`config.mk`:
```
export PLATFORM = sky130hd
export DESIGN_NAME = automute_det
export DESIGN_NICKNAME = d
export VERILOG_FILES = /design/src/rtl/automute_pkg.sv /design/src/rtl/amute_classify.sv /design/src/rtl/amute_chan.sv /design/src/rtl/automute_det.sv
export SDC_FILE = /design/constraint.sdc
export NUM_CORES = 1
export LEC_CHECK = 0
export BUFFER_PORTS_ARGS = -buffer_cell sky130_fd_sc_hd__buf_2
export CAP_MARGIN = 10
export CORE_MARGIN = 2
export CORE_UTILIZATION = 50
export DETAILED_ROUTE_END_ITERATION = 7
export PLACE_DENSITY = 0.83
export SETUP_SLACK_MARGIN = 0.15
export SLEW_MARGIN = 5
export SYNTH_ARGS = -nofsm -noshare
export SYNTH_HDL_FRONTEND = slang
export SYNTH_SLANG_ARGS = --single-unit
export TNS_END_PERCENT = 50
```
`constraint.sdc`:
```
create_clock -name clk_i -period 2.2 [get_ports clk_i]
set_input_delay 0 -clock clk_i [delete_from_list [all_inputs] [get_ports clk_i]]
set_output_delay 0 -clock clk_i [all_outputs]
set_load 0.05 [all_outputs]
```
`src/rtl/automute_pkg.sv`:
```
package automute_pkg;
  localparam int unsigned NUM_CH = 2;

  typedef enum logic [1:0] {
    KIND_MIX  = 2'd0,
    KIND_ZERO = 2'd1,
    KIND_ONES = 2'd2
  } run_kind_e;
endpackage

```
`src/rtl/amute_classify.sv`:
```
module amute_classify
  import automute_pkg::*;
#(
  parameter int unsigned SAMPLE_W = 24
) (
  input  logic [SAMPLE_W-1:0] sample_i,
  output run_kind_e           kind_o
);
  always_comb begin
    if (~|sample_i)     kind_o = KIND_ZERO;
    else if (&sample_i) kind_o = KIND_ONES;
    else                kind_o = KIND_MIX;
  end
endmodule

```
`src/rtl/amute_chan.sv`:
```
module amute_chan
  import automute_pkg::*;
#(
  parameter int unsigned RUN_LEN = 4096,
  localparam int unsigned CNT_W  = $clog2(RUN_LEN + 1)
) (
  input  logic      clk_i,
  input  logic      rst_ni,
  input  logic      en_i,
  input  logic      hit_i,
  input  run_kind_e kind_i,
  output logic      mute_o,
  output logic      entry_o
);
  localparam logic [CNT_W-1:0] CNT_MAX = CNT_W'(RUN_LEN);

  logic [CNT_W-1:0] cnt_q, cnt_d;
  run_kind_e        kind_q, kind_d;
  logic             mute_q, mute_d;
  logic             entry_q, entry_d;

  always_comb begin
    cnt_d   = cnt_q;
    kind_d  = kind_q;
    mute_d  = mute_q;
    entry_d = 1'b0;
    if (!en_i) begin
      cnt_d  = '0;
      kind_d = KIND_MIX;
      mute_d = 1'b0;
    end else if (hit_i) begin
      if (kind_i == KIND_MIX) begin
        cnt_d  = '0;
        kind_d = KIND_MIX;
      end else if (kind_i == kind_q && cnt_q != '0) begin
        // saturate so a long silence never wraps
        cnt_d = (cnt_q == CNT_MAX) ? cnt_q : cnt_q + 1'b1;
      end else begin
        cnt_d  = CNT_W'(1);
        kind_d = kind_i;
      end
      mute_d  = (cnt_d == CNT_MAX);
      entry_d = (cnt_d == CNT_MAX) && (cnt_q != CNT_MAX);
    end
  end

  always_ff @(posedge clk_i or negedge rst_ni) begin
    if (!rst_ni) begin
      cnt_q   <= '0;
      kind_q  <= KIND_MIX;
      mute_q  <= 1'b0;
      entry_q <= 1'b0;
    end else begin
      cnt_q   <= cnt_d;
      kind_q  <= kind_d;
      mute_q  <= mute_d;
      entry_q <= entry_d;
    end
  end

  assign mute_o  = mute_q;
  assign entry_o = entry_q;
endmodule

```
`src/rtl/automute_det.sv`:
```
module automute_det
  import automute_pkg::*;
#(
  parameter int unsigned SAMPLE_W = 24,
  parameter int unsigned RUN_LEN  = 4096
) (
  input  logic                clk_i,
  input  logic                rst_ni,
  input  logic                en_i,
  input  logic                valid_i,
  input  logic                lr_i,
  input  logic [SAMPLE_W-1:0] sample_i,
  output logic [NUM_CH-1:0]   mute_o,
  output logic [NUM_CH-1:0]   entry_o
);
  run_kind_e kind;

  amute_classify #(.SAMPLE_W(SAMPLE_W)) u_classify (
    .sample_i (sample_i),
    .kind_o   (kind)
  );

  for (genvar c = 0; c < NUM_CH; c++) begin : g_ch
    logic hit;
    assign hit = valid_i && (lr_i == c[0]);

    amute_chan #(.RUN_LEN(RUN_LEN)) u_chan (
      .clk_i   (clk_i),
      .rst_ni  (rst_ni),
      .en_i    (en_i),
      .hit_i   (hit),
      .kind_i  (kind),
      .mute_o  (mute_o[c]),
      .entry_o (entry_o[c])
    );
  end
endmodule

```
[After elaboration in Yosys (flattened, before gate mapping)]
Index checks and enable logic that the tools add are counted.
Storage, ports and cells
  latch bits: 0
  bits in writable memories: 0
  memories kept: 0
  bits of input ports: 29
  register bits: 34
  bits in read-only memories: 0
Operators by class
  bitwise operators: 1
  equal/unequal tests: 12
  shift operators: 0
  divide/modulo/power cells: 0
  reduce and logical (&&, ||, !) cells: 13
  mux-type cells: 32
  multiply operators: 0
  add/subtract/negate cells: 2
  order comparisons: 0
Operators with widths (count)
  13-bit 2-to-1 mux: 14
  13-bit == test (second input constant): 4
  13-bit by 1-bit adder with 13-bit output (second input constant): 2
  13-bit inequality test (second input constant): 2
  13-bit nonzero test: 2
  24-bit AND reduction: 1
  24-bit OR reduction: 1
  2-bit 2-to-1 mux: 10
  1-bit 2-to-1 mux: 8
  1-bit logical AND: 6
  2-bit == test: 2
  2-bit by 1-bit inequality test with 1-bit output (second input constant): 2
  2-bit AND reduction: 2
  3-bit by 2-bit inequality test with 1-bit output (second input constant): 1
  3-bit inequality test (second input constant): 1
  2-bit logical NOT: 1
  1-bit inverter: 1

[Depth between registers and ports, before layout]
Gate-level depths: netlist of the first run.
  depth in word-level cells: 13
  depth in mapped cells: 9
  depth with buffers taken out: 8

[Cells and area by module]
A second synthesis of the first run with hierarchy kept.
Second synthesis, totals
  cells, all modules: 325
  area, all modules: 2677.6 µm²
By module, submodules not included
  amute_chan: instances 2, cells an instance 153, area each 1277.5 µm², sequential area each 425.4 µm²
  amute_classify: instances 1, cells an instance 17, area each 106.4 µm², sequential area each 0.0 µm²
  automute_det: instances 1, cells an instance 2, area each 16.3 µm², sequential area each 0.0 µm²

[Least setup slack after synthesis of the first run]
Ideal clock, no wire load.
  kind: flip-flop to flip-flop
  start: register g_ch[0].u_chan.cnt_q[0]
  end: register g_ch[0].u_chan.mute_q
  setup slack: 3 ps
  clock period less this slack: 2197 ps
  path buffers: 0
  data required time: 2105 ps
  cell stages (with the launch flop): 8
  arrival: 2102 ps
  cells stage by stage: dfrtp_1 ha_1 nand3_1 or2_1 o32a_1 a2111oi_2 nand4b_1 o31ai_1
Between the ends
  longest elaborated chain between the ends: 9
  elaborated cells on any way between the ends: 12
Ends and longest elaborated chain
  start, declared: RTL line amute_chan.sv:17  | logic [CNT_W-1:0] cnt_q, cnt_d;
  start signal, assigned: RTL line amute_chan.sv:54  | cnt_q <= cnt_d;
  13-bit by 1-bit adder with 13-bit output, or another cell as far along: RTL line amute_chan.sv:37  | cnt_d = (cnt_q == CNT_MAX) ? cnt_q : cnt_q + 1'b1;
  13-bit 2-to-1 mux / 1-bit logical AND (equally long branches): RTL line amute_chan.sv:37, amute_chan.sv:35
  13-bit 2-to-1 mux (*): RTL line amute_chan.sv:35  | end else if (kind_i == kind_q && cnt_q != '0) begin
  13-bit 2-to-1 mux (*): RTL line amute_chan.sv:32  | if (kind_i == KIND_MIX) begin
  13-bit 2-to-1 mux (*): RTL line amute_chan.sv:31  | end else if (hit_i) begin
  13-bit 2-to-1 mux (*): RTL line amute_chan.sv:27  | if (!en_i) begin
  13-bit == test (*): RTL line amute_chan.sv:42  | mute_d = (cnt_d == CNT_MAX);
  1-bit 2-to-1 mux (*): RTL line amute_chan.sv:31
  1-bit 2-to-1 mux (*): RTL line amute_chan.sv:27
  end signal, assigned: RTL line amute_chan.sv:56  | mute_q <= mute_d;
  end, declared: RTL line amute_chan.sv:19  | logic mute_q, mute_d;
Every way passes the cells marked *; elsewhere a longest branch is shown, timed or not. The select of a mux whose other input is x is not followed.
A chain may end at the register's enable or synchronous reset.

[Worst setup path after layout of the first run]
  start: register g_ch[1].u_chan.cnt_q[1]
  end: register g_ch[1].u_chan.entry_q
Between the ends
  longest elaborated chain between the ends: 10
  elaborated cells on any way between the ends: 14
Ends and longest elaborated chain
  start, declared: RTL line amute_chan.sv:17
  start signal, assigned: RTL line amute_chan.sv:54
  13-bit by 1-bit adder with 13-bit output, or another cell as far along: RTL line amute_chan.sv:37
  13-bit 2-to-1 mux / 1-bit logical AND (equally long branches): RTL line amute_chan.sv:37, amute_chan.sv:35
  13-bit 2-to-1 mux: RTL line amute_chan.sv:35
  13-bit 2-to-1 mux: RTL line amute_chan.sv:32
  13-bit 2-to-1 mux: RTL line amute_chan.sv:31
  13-bit 2-to-1 mux: RTL line amute_chan.sv:27
  13-bit == test: RTL line amute_chan.sv:43  | entry_d = (cnt_d == CNT_MAX) && (cnt_q != CNT_MAX);
  1-bit logical AND (*): RTL line amute_chan.sv:43
  1-bit 2-to-1 mux (*): RTL line amute_chan.sv:31
  1-bit 2-to-1 mux (*): RTL line amute_chan.sv:27
  net g_ch[1].u_chan.entry_d: RTL line amute_chan.sv:20  | logic entry_q, entry_d;
  end signal, assigned: RTL line amute_chan.sv:57  | entry_q <= entry_d;
  end, declared: RTL line amute_chan.sv:20
The timed path passes the listed nets; every way through them passes the cells marked *. The select of a mux whose other input is x is not followed.

==> results of run 1 <==
[report_power, final]
part / switching, mW / total (mW) / internal (mW)
Combinational: 0.0624 / 0.0943 / 0.0319
Sequential: 0.0000000124 / 0.624 / 0.624
Clock: 0.240 / 0.493 / 0.253
[timing repair]
| action | in CTS | in global routing |
|---|---|---|
| hold buffers | 1 | 0 |
| endpoints found under the setup margin | 23 | 28 |
| hold endpoints to repair | 34 | 0 |
| pin swaps | 16 | 26 |
| resized for setup | 16 | 30 |
| setup buffers | 5 | 2 |
[metal layers]
layer | track usage (%) | share of wire, % | up-vias
li1 | - | - | 1406
met1 | 29.1 | 41 | 1436
met2 | 45.0 | 53 | 92
met3 | 4.48 | 4.0 | 26
met4 | 9.65 | 2.8 | 0
met5 | 0 | 0 | -
[sequential cells by signal (all words and copies together) (netlist names)]
name	flops
g_ch.u_chan.cnt_q	26
g_ch.u_chan.kind_q	4
g_ch.u_chan.entry_o	2
g_ch.u_chan.mute_o	2
[worst max-delay path, cell delays in order (launching register included)]
cell,delay (ns)
sky130_fd_sc_hd__dfrtp_1,0.42
sky130_fd_sc_hd__inv_2,0.09
sky130_fd_sc_hd__ha_4,0.14
sky130_fd_sc_hd__buf_6,0.08
sky130_fd_sc_hd__nor4b_4,0.23
sky130_fd_sc_hd__nand4_1,0.20
sky130_fd_sc_hd__a221oi_2,0.32
sky130_fd_sc_hd__a211oi_2,0.07
sky130_fd_sc_hd__or4_4,0.44
sky130_fd_sc_hd__nor3b_2,0.16
[path summary, 6_finish.rpt]
path | startpoint | endpoint | cells past startpoint
max in group asynchronous | rst_ni | g_ch[1].u_chan.cnt_q[0] | 2
min in group asynchronous | rst_ni | g_ch[1].u_chan.mute_o | 2
hold / removal | valid_i | g_ch[1].u_chan.cnt_q[0] | 3
hold reg to reg | g_ch[1].u_chan.mute_o | g_ch[1].u_chan.mute_o | 2
setup / recovery | g_ch[1].u_chan.cnt_q[1] | g_ch[1].u_chan.entry_o | 9
setup reg to reg | g_ch[1].u_chan.cnt_q[1] | g_ch[1].u_chan.entry_o | 9
[final cells by class]
cell class,instances,area [um^2],share of cell area [%]
clock buffers,7,86.3,2.37
clock inverters,1,5.00,0.137
inverters,11,41.3,1.13
multi-input cells,270,1990,54.5
flip-flops and latches,34,857,23.5
well taps,72,90.1,2.47
repair buffers,85,579,15.9
[cell usage in the layout (no fill, tap or decap), types with 11 or more instances in the layout]
cell type and n:
sky130_fd_sc_hd__nand2_1 48, sky130_fd_sc_hd__buf_4 47, sky130_fd_sc_hd__buf_2 32, sky130_fd_sc_hd__dfrtp_1 29, sky130_fd_sc_hd__nor2_1 21, sky130_fd_sc_hd__nand4_1 17, sky130_fd_sc_hd__nand3_1 16, sky130_fd_sc_hd__a21oi_1 12
sky130_fd_sc_hd__or3_1 11, sky130_fd_sc_hd__a21o_1 11
[metrics by stage]
stage	hold slack, ns	setup TNS (ns)
floorplan	-0.296	0
global placement	0.119	-0.329
detailed placement	0.130	-0.849
CTS	0.0139	0
global route	0.0545	-0.386
finish	0.0458	-0.00791
[cells by family after synthesis]
logic type / count (synthesis) / synth area share, %
xor+xnor: 6 / 1.89
fa+ha+maj: 4 / 1.80
mux: 6 / 2.21
compound gates: 84 / 22.1
flops: 34 / 30.6
buf+inv: 37 / 6.94
simple gates: 170 / 34.4
==> results.rst, run 1 <==
.. list-table::
   :header-rows: 1

   * - Metric
     - Value
   * - Average instance area after synthesis
     - 8.15 um^2
   * - Number of antenna repair diodes
     - 0
   * - Fin crit period
     - 2.21 ns
   * - Syn Std Cell Area
     - 2780 um^2
   * - Leakage Power
     - 1.47 nW
   * - Overall via count from detail_route
     - 2,960
   * - Clock root buffer
     - sky130_fd_sc_hd__clkbuf_8
   * - Vert. Die Dim
     - 78.5 um
   * - Width of the chip
     - 78.5 um
   * - Normalized max-slew margin
     - 47.0%
   * - Cell types with the highest counts after synthesis
     - sky130_fd_sc_hd__nand2_1 (48), sky130_fd_sc_hd__dfrtp_1 (34), sky130_fd_sc_hd__nor2_1 (23)
   * - Critical Path Sink Type
     - flip-flop
   * - Remaining Overflow, GRT
     - 0
   * - Clock Pin Slew Worst Setup and Hold Paths
     - 0.08 ns
   * - Leading register cell type out of synthesis
     - sky130_fd_sc_hd__dfrtp_1
   * - Drt wl/cell
     - 16.1 um
   * - Largest clock skew in the final design
     - 0.0123 ns
   * - Unrepaired setup endpoints after global routing
     - yes
   * - Final worst slack
     - -0.00791 ns
   * - Proportion of synthesized chip area in sequential cells
     - 30.6%
   * - Non-Filler Instances
     - 480
   * - Count of state elements after synthesis
     - 34
   * - Crit path required time
     - 2.42 ns
   * - Final design area excluding fillers
     - 3650 um^2
   * - Post-placement cell count
     - 464
   * - Total global routing track utilization
     - 25.0%
   * - TritonCTS clock tree
     - built
   * - Final count of negative-setup-slack endpoints
     - 1
   * - Final core occ
     - 67.1%
   * - Largest fanout on the critical path
     - 3
   * - Maximum root-to-sink buffer count
     - 2
   * - Post-place setup slack
     - -0.0936 ns
   * - Starting Density
     - 51.1%
   * - Post-synth EDFFs
     - 0
   * - Arrival time of data at the critical path endpoint
     - 2.43 ns
   * - Cell accounting for the most synthesized area
     - sky130_fd_sc_hd__dfrtp_1
   * - Via count of the first global-routing pass
     - 2,783
   * - Status
     - finished, violations left
   * - RePlAce Congestion
     - 0.882
   * - Area contributors post-synth
     - sky130_fd_sc_hd__dfrtp_1 (31%), sky130_fd_sc_hd__nand2_1 (6.5%), sky130_fd_sc_hd__nand4_1 (3.8%)
   * - Clock buffers created by TritonCTS
     - 5
   * - HPWL after detailed placement
     - 5380 um
   * - Area growth, synth to finish
     - 31.3%
   * - Cell with the most instances after synthesis
     - sky130_fd_sc_hd__nand2_1
   * - Maximum number of pins on one net before global-route repair
     - 35
   * - Die area
     - 6170 um^2
   * - Hold crit path type
     - in -> reg
   * - Clk sink count
     - 34
   * - Total routed wirelength
     - 7710 um
   * - Max-slew violation count
     - 0
   * - Count of yosys warnings during synthesis
     - 0
   * - Total chip power
     - 1.21 mW
   * - Slew @ Worst Pin
     - 0.794 ns
   * - Power per Cell Area
     - 332 nW/um^2
   * - Post-DP Area
     - 3290 um^2
   * - I/O pin total
     - 33
   * - Core box area
     - 5440 um^2
   * - Slack of the worst reg-to-reg path
     - -0.008 ns
   * - Highest Clock Rate
     - 0.453 GHz
   * - First-pass GRT wire length
     - 12,400 um
   * - Max-cap viol count
     - 0
   * - Floorplan row count
     - 27
   * - Category of the most critical setup path
     - reg -> reg
   * - Final Cycle Share
     - 100%
   * - Share of the synthesized area in the top cell type
     - 30.6%
   * - Final net count
     - 440
   * - Number of buffer cells added on primary ports
     - 32
   * - Launching element type of the critical path
     - flip-flop
   * - Clock latency on the worst-skew pair
     - 0.29 ns
   * - Number of nets still failing antenna checks after routing
     - 0
   * - Peak supply drop
     - 0.236 mV
   * - Post-route DRC
     - 0
   * - Synth async-reset ratio
     - 100%
   * - Number of H-tree levels
     - 2
   * - Post-synthesis cell type count
     - 69
   * - Fillers
     - 415
   * - Number of hold violations in the final report
     - 0
   * - Antenna violations before repair
     - 0
   * - First drt pass iteration count
     - 6
   * - Average vias per placed instance
     - 6.17
   * - Drt initial violations
     - 174
   * - Violations in the final reports
     - setup timing
   * - Post-synthesis cell count
     - 341
   * - Proportion of layout cells with a drive suffix above 1
     - 37.0%
   * - Number of nets in the synthesized netlist
     - 374
(Power assumes the default switching activity.)
==> run 2, diff against run 1 <==
==> constraint.sdc (replaced) <==
create_clock -name clk_i -period 1.95 [get_ports clk_i]
set_input_delay 0 -clock clk_i [delete_from_list [all_inputs] [get_ports clk_i]]
set_output_delay 0 -clock clk_i [all_outputs]
set_load 0.05 [all_outputs]
==> run 2 against run 1 <==
Final cell count is 7.3% higher. Maximum frequency is 6.7% lower. Via count is 10% higher. The flow still finishes with violations (setup timing). Combinational power is 21% higher. Wire length is 28% higher. Flip-flop and latch count stayed put. Clock skew is 0.0040 ns lower. Critical endpoint unchanged. Register-to-register slack worse by 0.41 ns. Worst hold slack better by 0.0028 ns. Sequential share of layout area is 2.0 points lower. Die area stayed put. Non-clock buffer count is 35 higher.
==> results.rst, run 2 (same netlist as run 1, synthesis figures left out) <==
.. list-table::
   :header-rows: 1

   * - Metric
     - Value
   * - Clock buffers created by TritonCTS
     - 5 (unchanged)
   * - Category of the most critical setup path
     - reg -> reg (unchanged)
   * - Post-route DRC
     - 0 (unchanged)
   * - Power per Cell Area
     - 343 nW/um^2 (was 332 nW/um^2)
   * - TritonCTS clock tree
     - built (unchanged)
   * - Maximum root-to-sink buffer count
     - 2 (unchanged)
   * - Largest fanout on the critical path
     - 10 (was 3)
   * - Final count of negative-setup-slack endpoints
     - 32 (was 1)
   * - Area growth, synth to finish
     - 43.8% (was 31.3%)
   * - Critical Path Sink Type
     - flip-flop (unchanged)
   * - Violations in the final reports
     - setup timing (unchanged)
   * - Max reg flops
     - 26 (unchanged)
   * - Peak supply drop
     - 0.311 mV (was 0.236 mV)
   * - Maximum number of pins on one net before global-route repair
     - 35 (unchanged)
   * - Die area
     - 6170 um^2 (unchanged)
   * - Unrepaired setup endpoints after global routing
     - yes (unchanged)
   * - Largest clock skew in the final design
     - 0.00824 ns (was 0.0123 ns)
   * - Crit path required time
     - 2.15 ns (was 2.42 ns)
   * - Status
     - finished, violations left (unchanged)
   * - Antenna violations before repair
     - 0 (unchanged)
   * - Clock Pin Slew Worst Setup and Hold Paths
     - 0.07 ns (was 0.08 ns)
   * - RePlAce Congestion
     - 0.916 (was 0.882)
   * - Number of hold violations in the final report
     - 0 (unchanged)
   * - Drt wl/cell
     - 19.1 um (was 16.1 um)
   * - Commonest non-fill, non-tap cells in the layout
     - sky130_fd_sc_hd__buf_4 (77), sky130_fd_sc_hd__nand2_1 (46), sky130_fd_sc_hd__buf_2 (32) (was sky130_fd_sc_hd__nand2_1 (48), sky130_fd_sc_hd__buf_4 (47), sky130_fd_sc_hd__buf_2 (32))
   * - Starting Density
     - 51.1% (unchanged)
   * - Core box area
     - 5440 um^2 (unchanged)
   * - Proportion of layout cells with a drive suffix above 1
     - 42.7% (was 37.0%)
   * - Max-cap viol count
     - 0 (unchanged)
   * - Fillers
     - 368 (was 415)
   * - Normalized max-slew margin
     - 44.4% (was 47.0%)
   * - Max stage delay cell, worst path
     - sky130_fd_sc_hd__dfrtp_2 (was sky130_fd_sc_hd__or4_4)
   * - Width of the chip
     - 78.5 um (unchanged)
   * - Average vias per placed instance
     - 6.32 (was 6.17)
   * - Launching element type of the critical path
     - flip-flop (unchanged)
   * - Largest Register
     - g_ch.u_chan.cnt_q (unchanged)
   * - Total global routing track utilization
     - 28.7% (was 25.0%)
   * - Clock root buffer
     - sky130_fd_sc_hd__clkbuf_8 (unchanged)
   * - Total negative setup slack
     - -6.80 ns (was -0.00791 ns)
   * - Slew @ Worst Pin
     - 0.833 ns (was 0.794 ns)
   * - Largest registers
     - g_ch.u_chan.cnt_q: 26 flops, g_ch.u_chan.kind_q: 4 flops (unchanged)
   * - Hold crit path type
     - in -> reg (unchanged)
   * - HPWL after detailed placement
     - 6060 um (was 5380 um)
   * - Floorplan row count
     - 27 (unchanged)
   * - Overall via count from detail_route
     - 3,257 (was 2,960)
   * - Remaining Overflow, GRT
     - 0 (unchanged)
   * - Max-slew violation count
     - 0 (unchanged)
   * - Drt initial violations
     - 337 (was 174)
   * - Clock latency on the worst-skew pair
     - 0.29 ns (about the same)
   * - Final net count
     - 475 (was 440)
   * - Cell-by-cell trace of the critical path
     - buf_4 > nor4b_4 > nand4_1 > a221oi_2 > a211oi_2 > or4_4 > nor3b_2 (was inv_2 > ha_4 > buf_6 > nor4b_4 > nand4_1 > a221oi_2 > a211oi_2 > or4_4 > nor3b_2)
   * - Number of antenna repair diodes
     - 0 (unchanged)
   * - Commonest non-fill, non-tap cell in the layout
     - sky130_fd_sc_hd__buf_4 (was sky130_fd_sc_hd__nand2_1)
   * - Number of buffer cells added on primary ports
     - 32 (unchanged)
   * - Highest Clock Rate
     - 0.422 GHz (was 0.453 GHz)
   * - I/O pin total
     - 33 (unchanged)
   * - Total routed wirelength
     - 9860 um (was 7710 um)
   * - Clk sink count
     - 34 (unchanged)
   * - Vert. Die Dim
     - 78.5 um (unchanged)
   * - Fin crit period
     - 2.37 ns (was 2.21 ns)
   * - Leakage Power
     - 1.69 nW (was 1.47 nW)
   * - First drt pass iteration count
     - 5 (was 6)
   * - Final hold slack
     - 0.0486 ns (was 0.0458 ns)
   * - Number of H-tree levels
     - 2 (unchanged)
   * - Final Cycle Share
     - 121% (was 100%)
   * - Final worst slack
     - -0.417 ns (was -0.00791 ns)
   * - Number of nets still failing antenna checks after routing
     - 0 (unchanged)
   * - First-pass GRT wire length
     - 14,300 um (was 12,400 um)
   * - Critical Path Max Stage Delay
     - 0.48 ns (was 0.44 ns)
   * - Via count of the first global-routing pass
     - 3,078 (was 2,783)
   * - Arrival time of data at the critical path endpoint
     - 2.57 ns (was 2.43 ns)
==> run 2: path summary, 6_finish.rpt <==
path | from | endpoint | slack, ns | depth (start not counted)
setup / recovery | g_ch[1].u_chan.cnt_q[2] | g_ch[1].u_chan.entry_o | -0.42 | 7
hold reg to reg | g_ch[0].u_chan.mute_o | g_ch[0].u_chan.mute_o | 0.52 | 2
hold / removal | valid_i | g_ch[1].u_chan.cnt_q[0] | 0.05 | 3
min in group asynchronous | rst_ni | g_ch[1].u_chan.kind_q[0] | 0.35 | 2
max in group asynchronous | rst_ni | g_ch[0].u_chan.cnt_q[0] | 1.02 | 2
setup reg to reg | g_ch[1].u_chan.cnt_q[2] | g_ch[1].u_chan.entry_o | -0.42 | 7
==> run 2: layout make-up <==
type | count | area [um^2] | area share [%]
tap | 72 | 90.1 | 2.26
clock buffer | 7 | 86.3 | 2.16
inverter | 11 | 41.3 | 1.03
timing repair buffer | 120 | 883 | 22.1
clock inverter | 1 | 5.00 | 0.125
sequential | 34 | 860 | 21.5
multi-input combinational | 270 | 2030 | 50.8
==> run 2: metrics by stage <==
step / instance area, um^2 / std cells / power, mW / setup WS, ns / util (%)
2_1_floorplan: 2930 / 341 / 0.756 / -0.0785 / -
3_3_place_gp: 3570 / 491 / 0.820 / -0.218 / 65.7
3_5_place_dp: 3570 / 491 / 0.824 / -0.370 / 65.7
4_1_cts: 3730 / 503 / 1.37 / -0.305 / 68.6
5_1_grt: 3990 / 515 / 1.42 / -0.496 / 73.4
6_report: 3990 / 515 / 1.37 / -0.417 / 73.4
==> run 2: timing repair <==
item | 4_1_cts | 5_1_grt
hold buffers | 1 | 0
hold endpoints to repair | 34 | 0
resized for setup | 13 | 37
pin swaps | 8 | 12
endpoints found under the setup margin | 33 | 33
setup buffers | 3 | 12
==> run 2: critical path: cells and delay by family (launching register included) <==
kind | cells | cell delay [ns]
DFF | 1 | 0.48
AOI/OAI and AO/OA | 2 | 0.44
buffers and inverters | 1 | 0.17
and+or+nand+nor | 4 | 1.20
==> run 2: metal layers <==
metal	part of all wire [%]	vias up	global-route usage [%]
li1	-	1478	-
met3	6.0	50	4.25
met2	52	163	52.1
met5	0	-	0
met1	37	1566	33.7
met4	4.7	0	10.9
==> run 2: where the power goes <==
group / internal, mW / leakage [nW] / total (mW) / switching, mW
Clock: 0.285 / 0.0482 / 0.552 / 0.267
Combinational: 0.0377 / 1.18 / 0.114 / 0.0762
Sequential: 0.705 / 0.464 / 0.705 / 0.0000000159
